==> src/rtl/ptw_pkg.sv <==
package ptw_pkg;
  typedef enum logic [1:0] {
    TAG_INV = 2'd0,
    TAG_PTD = 2'd1,
    TAG_PTE = 2'd2,
    TAG_SPC = 2'd3
  } tag_e;

  typedef enum logic [1:0] {
    FLT_NONE    = 2'd0,
    FLT_INVALID = 2'd1,
    FLT_XLATE   = 2'd2
  } flt_e;

  typedef enum logic [1:0] {
    ACT_NEXT,
    ACT_LEAF,
    ACT_INV,
    ACT_ERR
  } act_e;
endpackage

==> src/rtl/ptw_addr_gen.sv <==
module ptw_addr_gen #(
  parameter int CTX_W = 16,
  parameter int L1_W  = 8,
  parameter int L2_W  = 6,
  parameter int L3_W  = 6,
  parameter int PG_W  = 12,
  parameter int PA_W  = 36,
  localparam int HI_W = L1_W + L2_W + L3_W
) (
  input  logic [1:0]       lvl_i,
  input  logic [PA_W-1:0]  base_i,
  input  logic [HI_W-1:0]  va_hi_i,
  input  logic [CTX_W-1:0] ctx_i,
  output logic [PA_W-1:0]  addr_o
);
  logic [PA_W-1:0] idx;

  always_comb begin
    unique case (lvl_i)
      2'd0:    idx = PA_W'(ctx_i);
      2'd1:    idx = PA_W'(va_hi_i[HI_W-1 -: L1_W]);
      2'd2:    idx = PA_W'(va_hi_i[L3_W +: L2_W]);
      default: idx = PA_W'(va_hi_i[L3_W-1:0]);
    endcase
    addr_o = base_i + (idx << 2);
  end
endmodule

==> src/rtl/ptw_entry_dec.sv <==
module ptw_entry_dec
  import ptw_pkg::*;
#(
  parameter int ENT_W = 32,
  localparam int PA_W = ENT_W + 4
) (
  input  logic [1:0]       lvl_i,
  input  logic [1:0]       tag_i,
  input  logic [ENT_W-5:0] ptr_i,
  output act_e             act_o,
  output logic [PA_W-1:0]  nxt_base_o
);
  assign nxt_base_o = {ptr_i, 8'h00};

  always_comb begin
    unique case (tag_e'(tag_i))
      TAG_INV: act_o = ACT_INV;
      TAG_PTD: act_o = (lvl_i == 2'd3) ? ACT_ERR : ACT_NEXT;
      TAG_PTE: act_o = (lvl_i == 2'd0) ? ACT_ERR : ACT_LEAF;
      default: act_o = ACT_ERR;
    endcase
  end
endmodule

==> src/rtl/ptw_leaf_pa.sv <==
module ptw_leaf_pa #(
  parameter int L2_W  = 6,
  parameter int L3_W  = 6,
  parameter int PG_W  = 12,
  parameter int PPN_W = 24,
  parameter int VA_W  = 32,
  parameter int PA_W  = 36
) (
  input  logic [1:0]       lvl_i,
  input  logic [PPN_W-1:0] ppn_i,
  input  logic [VA_W-1:0]  va_i,
  output logic [PA_W-1:0]  pa_o
);
  localparam int OFF1 = PG_W + L3_W + L2_W;
  localparam int OFF2 = PG_W + L3_W;
  localparam int OFF3 = PG_W;

  logic [PA_W-1:0] mask;
  logic [PA_W-1:0] page;

  always_comb begin
    unique case (lvl_i)
      2'd1:    mask = (PA_W'(1) << OFF1) - PA_W'(1);
      2'd2:    mask = (PA_W'(1) << OFF2) - PA_W'(1);
      2'd3:    mask = (PA_W'(1) << OFF3) - PA_W'(1);
      default: mask = '0;
    endcase
    page = PA_W'({ppn_i, {PG_W{1'b0}}});
    pa_o = (page & ~mask) | (PA_W'(va_i) & mask);
  end
endmodule

==> src/rtl/ptw_walker.sv <==
module ptw_walker
  import ptw_pkg::*;
#(
  parameter int CTX_W = 16,
  parameter int L1_W  = 8,
  parameter int L2_W  = 6,
  parameter int L3_W  = 6,
  parameter int PG_W  = 12,
  parameter int ENT_W = 32,
  localparam int VA_W = L1_W + L2_W + L3_W + PG_W,
  localparam int PA_W = ENT_W + 4
) (
  input  logic             clk_i,
  input  logic             rst_ni,
  input  logic             start_i,
  input  logic [VA_W-1:0]  vaddr_i,
  input  logic [CTX_W-1:0] ctx_i,
  input  logic [ENT_W-1:0] ctp_i,
  output logic             mem_req_o,
  output logic [PA_W-1:0]  mem_addr_o,
  input  logic             mem_ack_i,
  input  logic [ENT_W-1:0] mem_rdata_i,
  output logic             busy_o,
  output logic             done_o,
  output logic [1:0]       fault_code_o,
  output logic [1:0]       level_o,
  output logic [ENT_W-1:0] entry_o,
  output logic [PA_W-1:0]  paddr_o
);
  logic             walk_q;
  logic [1:0]       lvl_q;
  logic [PA_W-1:0]  base_q;
  logic [VA_W-1:0]  va_q;
  logic [CTX_W-1:0] ctx_q;
  act_e             act;
  logic [PA_W-1:0]  nxt_base;
  logic [PA_W-1:0]  leaf_pa;

  ptw_addr_gen #(
    .CTX_W(CTX_W), .L1_W(L1_W), .L2_W(L2_W), .L3_W(L3_W), .PG_W(PG_W), .PA_W(PA_W)
  ) u_addr (
    .lvl_i   (lvl_q),
    .base_i  (base_q),
    .va_hi_i (va_q[VA_W-1:PG_W]),
    .ctx_i   (ctx_q),
    .addr_o  (mem_addr_o)
  );

  ptw_entry_dec #(.ENT_W(ENT_W)) u_dec (
    .lvl_i      (lvl_q),
    .tag_i      (mem_rdata_i[1:0]),
    .ptr_i      (mem_rdata_i[ENT_W-1:4]),
    .act_o      (act),
    .nxt_base_o (nxt_base)
  );

  ptw_leaf_pa #(
    .L2_W(L2_W), .L3_W(L3_W), .PG_W(PG_W), .PPN_W(ENT_W-8), .VA_W(VA_W), .PA_W(PA_W)
  ) u_pa (
    .lvl_i (lvl_q),
    .ppn_i (mem_rdata_i[ENT_W-1:8]),
    .va_i  (va_q),
    .pa_o  (leaf_pa)
  );

  assign mem_req_o = walk_q;
  assign busy_o    = walk_q;

  always_ff @(posedge clk_i or negedge rst_ni) begin
    if (!rst_ni) begin
      walk_q       <= 1'b0;
      lvl_q        <= '0;
      base_q       <= '0;
      va_q         <= '0;
      ctx_q        <= '0;
      done_o       <= 1'b0;
      fault_code_o <= FLT_NONE;
      level_o      <= '0;
      entry_o      <= '0;
      paddr_o      <= '0;
    end else begin
      done_o <= 1'b0;
      if (!walk_q) begin
        if (start_i) begin
          walk_q <= 1'b1;
          lvl_q  <= '0;
          base_q <= {ctp_i[ENT_W-1:4], 8'h00};
          va_q   <= vaddr_i;
          ctx_q  <= ctx_i;
        end
      end else if (mem_ack_i) begin
        if (act == ACT_NEXT) begin
          base_q <= nxt_base;
          lvl_q  <= lvl_q + 2'd1;
        end else begin
          walk_q  <= 1'b0;
          done_o  <= 1'b1;
          level_o <= lvl_q;
          entry_o <= mem_rdata_i;
          unique case (act)
            ACT_LEAF: begin
              fault_code_o <= FLT_NONE;
              paddr_o      <= leaf_pa;
            end
            ACT_INV: begin
              fault_code_o <= FLT_INVALID;
              paddr_o      <= '0;
            end
            default: begin
              fault_code_o <= FLT_XLATE;
              paddr_o      <= '0;
            end
          endcase
        end
      end
    end
  end
endmodule

==> config.mk <==
export PLATFORM = sky130hd
export DESIGN_NAME = ptw_walker
export DESIGN_NICKNAME = d
export VERILOG_FILES = /design/src/rtl/ptw_pkg.sv /design/src/rtl/ptw_addr_gen.sv /design/src/rtl/ptw_entry_dec.sv /design/src/rtl/ptw_leaf_pa.sv /design/src/rtl/ptw_walker.sv
export SDC_FILE = /design/constraint.sdc
export NUM_CORES = 1
export LEC_CHECK = 0
export BUFFER_PORTS_ARGS = -buffer_cell sky130_fd_sc_hd__buf_2
export CAP_MARGIN = 20
export CORE_ASPECT_RATIO = 1.75
export CORE_MARGIN = 2
export CORE_UTILIZATION = 51
export CTS_CLUSTER_DIAMETER = 200
export DETAILED_ROUTE_END_ITERATION = 10
export GPL_ROUTABILITY_DRIVEN = 0
export GPL_TIMING_DRIVEN = 0
export PLACE_DENSITY = 0.84
export SETUP_SLACK_MARGIN = 0.02
export SYNTH_ARGS = -nofsm -noshare
export SYNTH_HDL_FRONTEND = slang
export SYNTH_SLANG_ARGS = --single-unit
==> constraint.sdc <==
create_clock -name clk_i -period 3.5 [get_ports clk_i]
set_input_delay 0.175 -clock clk_i [delete_from_list [all_inputs] [get_ports clk_i]]
set_output_delay 0.175 -clock clk_i [all_outputs]
set_load 0.01 [all_outputs]
==> results by group <==
Pwr
  – Peak VDD IR: 416 uV
  – PD cells: 677 nW/um^2
  – Sequential share of power: 0.368
  – Switching share of power: 0.351
  – Gate power share: 0.349
  – Switch Pwr: 2.36 mW
  – Leakage power: 5.03 nW
  – Tot Pwr: 6.72 mW
  – Clk network pwr share: 0.284
  – Int Pwr: 4.36 mW

Timing
  – Final period utilization: 0.949
  – Setup Viol. Count Final: 0
  – Minimum clock period: 3.32 ns
  – Final-report max-slew violation count: 0
  – Worst slew pin tran: 0.776 ns
  – RSZ-0062 raised after global routing: no
  – Fmax: 0.301 GHz
  – Worst rel slew slack: 0.483
  – PnR worst setup slack: 0.177 ns
  – Final hold vios: 0
  – Worst Clk Skew: 0.00756 ns

Worst setup path
  – Critical Path RT: 3.32 ns
  – Critical R2R Launch: lvl_q[0]$_DFFE_PN0P_
  – Reg2reg setup slack: 0.75 ns
  – Worst r2r path cells: 11
  – WS Path Type: flip-flop to output pin
  – CP arrival: 3.15 ns
  – CP Capture Type: output pin
  – Critical path peak fanout: 10
  – Worst Setup SP: lvl_q[1]$_DFFE_PN0P_
  – CP Launch Type: flip-flop
  – RR Endpoint: entry_o[7]$_DFFE_PN0P_

Hold path
  – Hold depth: 2
  – Hold crit path type: primary input to flip-flop
  – Hold worst-path end: va_q[27]$_DFFE_PN0P_
  – Hold_sp: vaddr_i[27]

Finish
  – Most frequent cells in the layout: buf_2 (233), nand2_1 (193), dfrtp_1 (151)
  – Design Area, Final: 9920 um^2
  – Layout area overhead: 38.0%
  – Commonest non-fill, non-tap cell in the layout: buf_2
  – Final Util: 0.717
  – Net count, final: 1,149
  – Layout fillers: 1,018
  – Ratio of cells with drive above 1 in the final layout: 0.334

Synthesis
  – Synth cell types: 41
  – Ys flop type: dfrtp_1
  – Top post-synthesis cells by area: dfrtp_1 (53%), nand2_1 (10%), mux2_2 (6.6%)
  – Synth Instances: 709
  – FF+latch count, synth: 152
  – Number of synthesized flops with an enable pin: 0
  – Register area share after synthesis: 0.529
  – Share of the synthesized area in the top cell type: 0.529
  – Area leader, netlist: dfrtp_1
  – Synthesized area: 7180 um^2
  – Post-Syn Area per Cell: 10.1 um^2
  – Syn. warnings: 0
  – Ys async rst share: 1.00

Global route
  – First-pass GRT wire length: 34,800 um
  – Number of global-route vias before repair: 6,770
  – GR Overflow Total: 0
  – GRT Util Overall: 0.302
  – Largest net degree at the start of global routing: 92
  – Initial antenna violation count: 1

Die
  – Ports: 227
  – Initial Util: 0.519
  – Row Count: 57
  – Die X: 93.7 um
  – Core ar.: 13,800 um^2
  – Die area: 15,100 um^2
  – Die height: 161 um

Routing
  – DR pass1 iterations: 5
  – Drc violations: 0
  – Avg Vias per Cell: 5.42
  – Average wire per standard cell: 18.5 um
  – Number of antenna-violating nets in the routed design: 0
  – Detailed Route Iter0 Violations: 424
  – Wirelength, routed: 22,300 um
  – DR vias: 6,531

Place
  – Placed Instance Area: 8540 um^2
  – HPWL Detailed: 15,700 um
  – Place WS: -0.285 ns
  – Number of port buffers: 220

Run status
  – Status: completed

Clock network
  – CTS HTree Levels: 4
  – TritonCTS Buffers: 17
  – Insertion delay to the later sink of the worst-skew pair: 0.42 ns
  – Clk root buf: clkbuf_16
  – Clock Tree Buf Depth: 2
  – CTS tree: done
  – CTS clk-pin slew, worst paths: 0.06 ns
  – Clk sink count: 152

Flow run
  – Max_cap viols: 0
[routing by layer]
metal	wire length [um]	up-vias	GRT usage
li1	-	3000	-
met3	975	91	0.0485
met1	8130	3167	0.340
met4	1420	0	0.191
met2	11700	273	0.523
met5	0	-	0
[cell families after synthesis]
logic type,synth area share
flip-flops,0.529
adder cells (fa/ha/maj),0.0341
AND/OR/NAND/NOR,0.152
XOR/XNOR,0.0317
AO/OA/AOI/OAI,0.0876
multiplexers,0.130
other,0.000522
buffers and inverters,0.0348
[Yosys cell counts, types with 2 or more instances]
cell type,count
a21o_1,4
a21oi_1,8
a222oi_1,6
a22o_1,12
a22oi_1,2
and2_1,8
and3_1,3
and3_2,3
buf_2,14
buf_4,3
clkbuf_1,27
dfrtp_1,152
ha_1,18
inv_1,13
mux2_2,42
mux2i_1,46
nand2_1,194
nand3_1,10
nand4_1,8
nor2_1,23
nor2b_1,4
nor3_1,2
o21ai_0,63
o21ai_1,2
o21bai_1,2
xnor2_1,16
xor2_1,10
[critical path, stage by stage, from the launching register on]
cell and delay (ns):
dfrtp_1 0.37, buf_4 0.14, ha_2 0.40, nor2_2 0.07, ha_2 0.22, fa_2 0.42
a211oi_2 0.22, o21bai_2 0.13, nand3_2 0.15, nand2_4 0.09, and3_2 0.24, xor2_1 0.14
buf_2 0.14
[metrics by stage]
step	instances	hold WS, ns	setup TNS (ns)
detailed placement	1108	0.182	-2.38
floorplan	710	-0.121	0
CTS	1200	0.000533	0
finish	1205	0.00951	0
global placement	1107	0.378	-1.24
global route	1205	0.00244	0
[timing repair]
action	CTS	global route
hold buffers	62	0
buffers inserted	2	5
setup endpoints to repair	25	19
pin swaps	3	6
cloned	0	0
hold endpoints to repair	122	0
resized for setup	15	10
[sequential cells by signal (all words and copies together), names as in the netlist]
| name | cells |
|---|---|
| done_o | 1 |
| lvl_q | 2 |
| ctx_q | 16 |
| fault_code_o | 2 |
| level_o | 2 |
| base_q | 28 |
| entry_o | 32 |
| busy_o | 1 |
| paddr_o | 36 |
| va_q | 32 |
[power groups by stage]
stage / logic [mW] / clock network (mW) / registers [mW]
finish: 2.34 / 1.91 / 2.47
global route: 2.56 / 2.01 / 2.52
CTS: 2.27 / 1.93 / 2.45
detailed placement: 2.15 / 0 / 2.48
global placement: 2.08 / 0 / 2.46
floorplan: 1.30 / 0 / 2.48
[cell type report]
class                      instances  area (um^2)  area share
antenna                            1         2.50    0.000252
buffer                            40          179      0.0180
clock buffer                      18          429      0.0433
clock inverter                    14          185      0.0187
inverter                          14         52.6     0.00530
multi-input combinational        499         3220       0.325
sequential                       152         3800       0.384
tap                              177          221      0.0223
timing repair buffer             290         1820       0.184
[how the worst max path moves through the flow]
stage / to / slack (ns) / cells past startpoint
6_report: mem_addr_o[22] / 0.18 / 12
2_1_floorplan: mem_addr_o[22] / 0.49 / 14
4_1_cts: mem_addr_o[34] / 0.03 / 14
3_5_place_dp: mem_addr_o[30] / -0.29 / 15
3_3_place_gp: mem_addr_o[30] / -0.19 / 15
5_1_grt: mem_addr_o[27] / 0.04 / 12
Note: power is estimated with default switching activity, not from simulation.
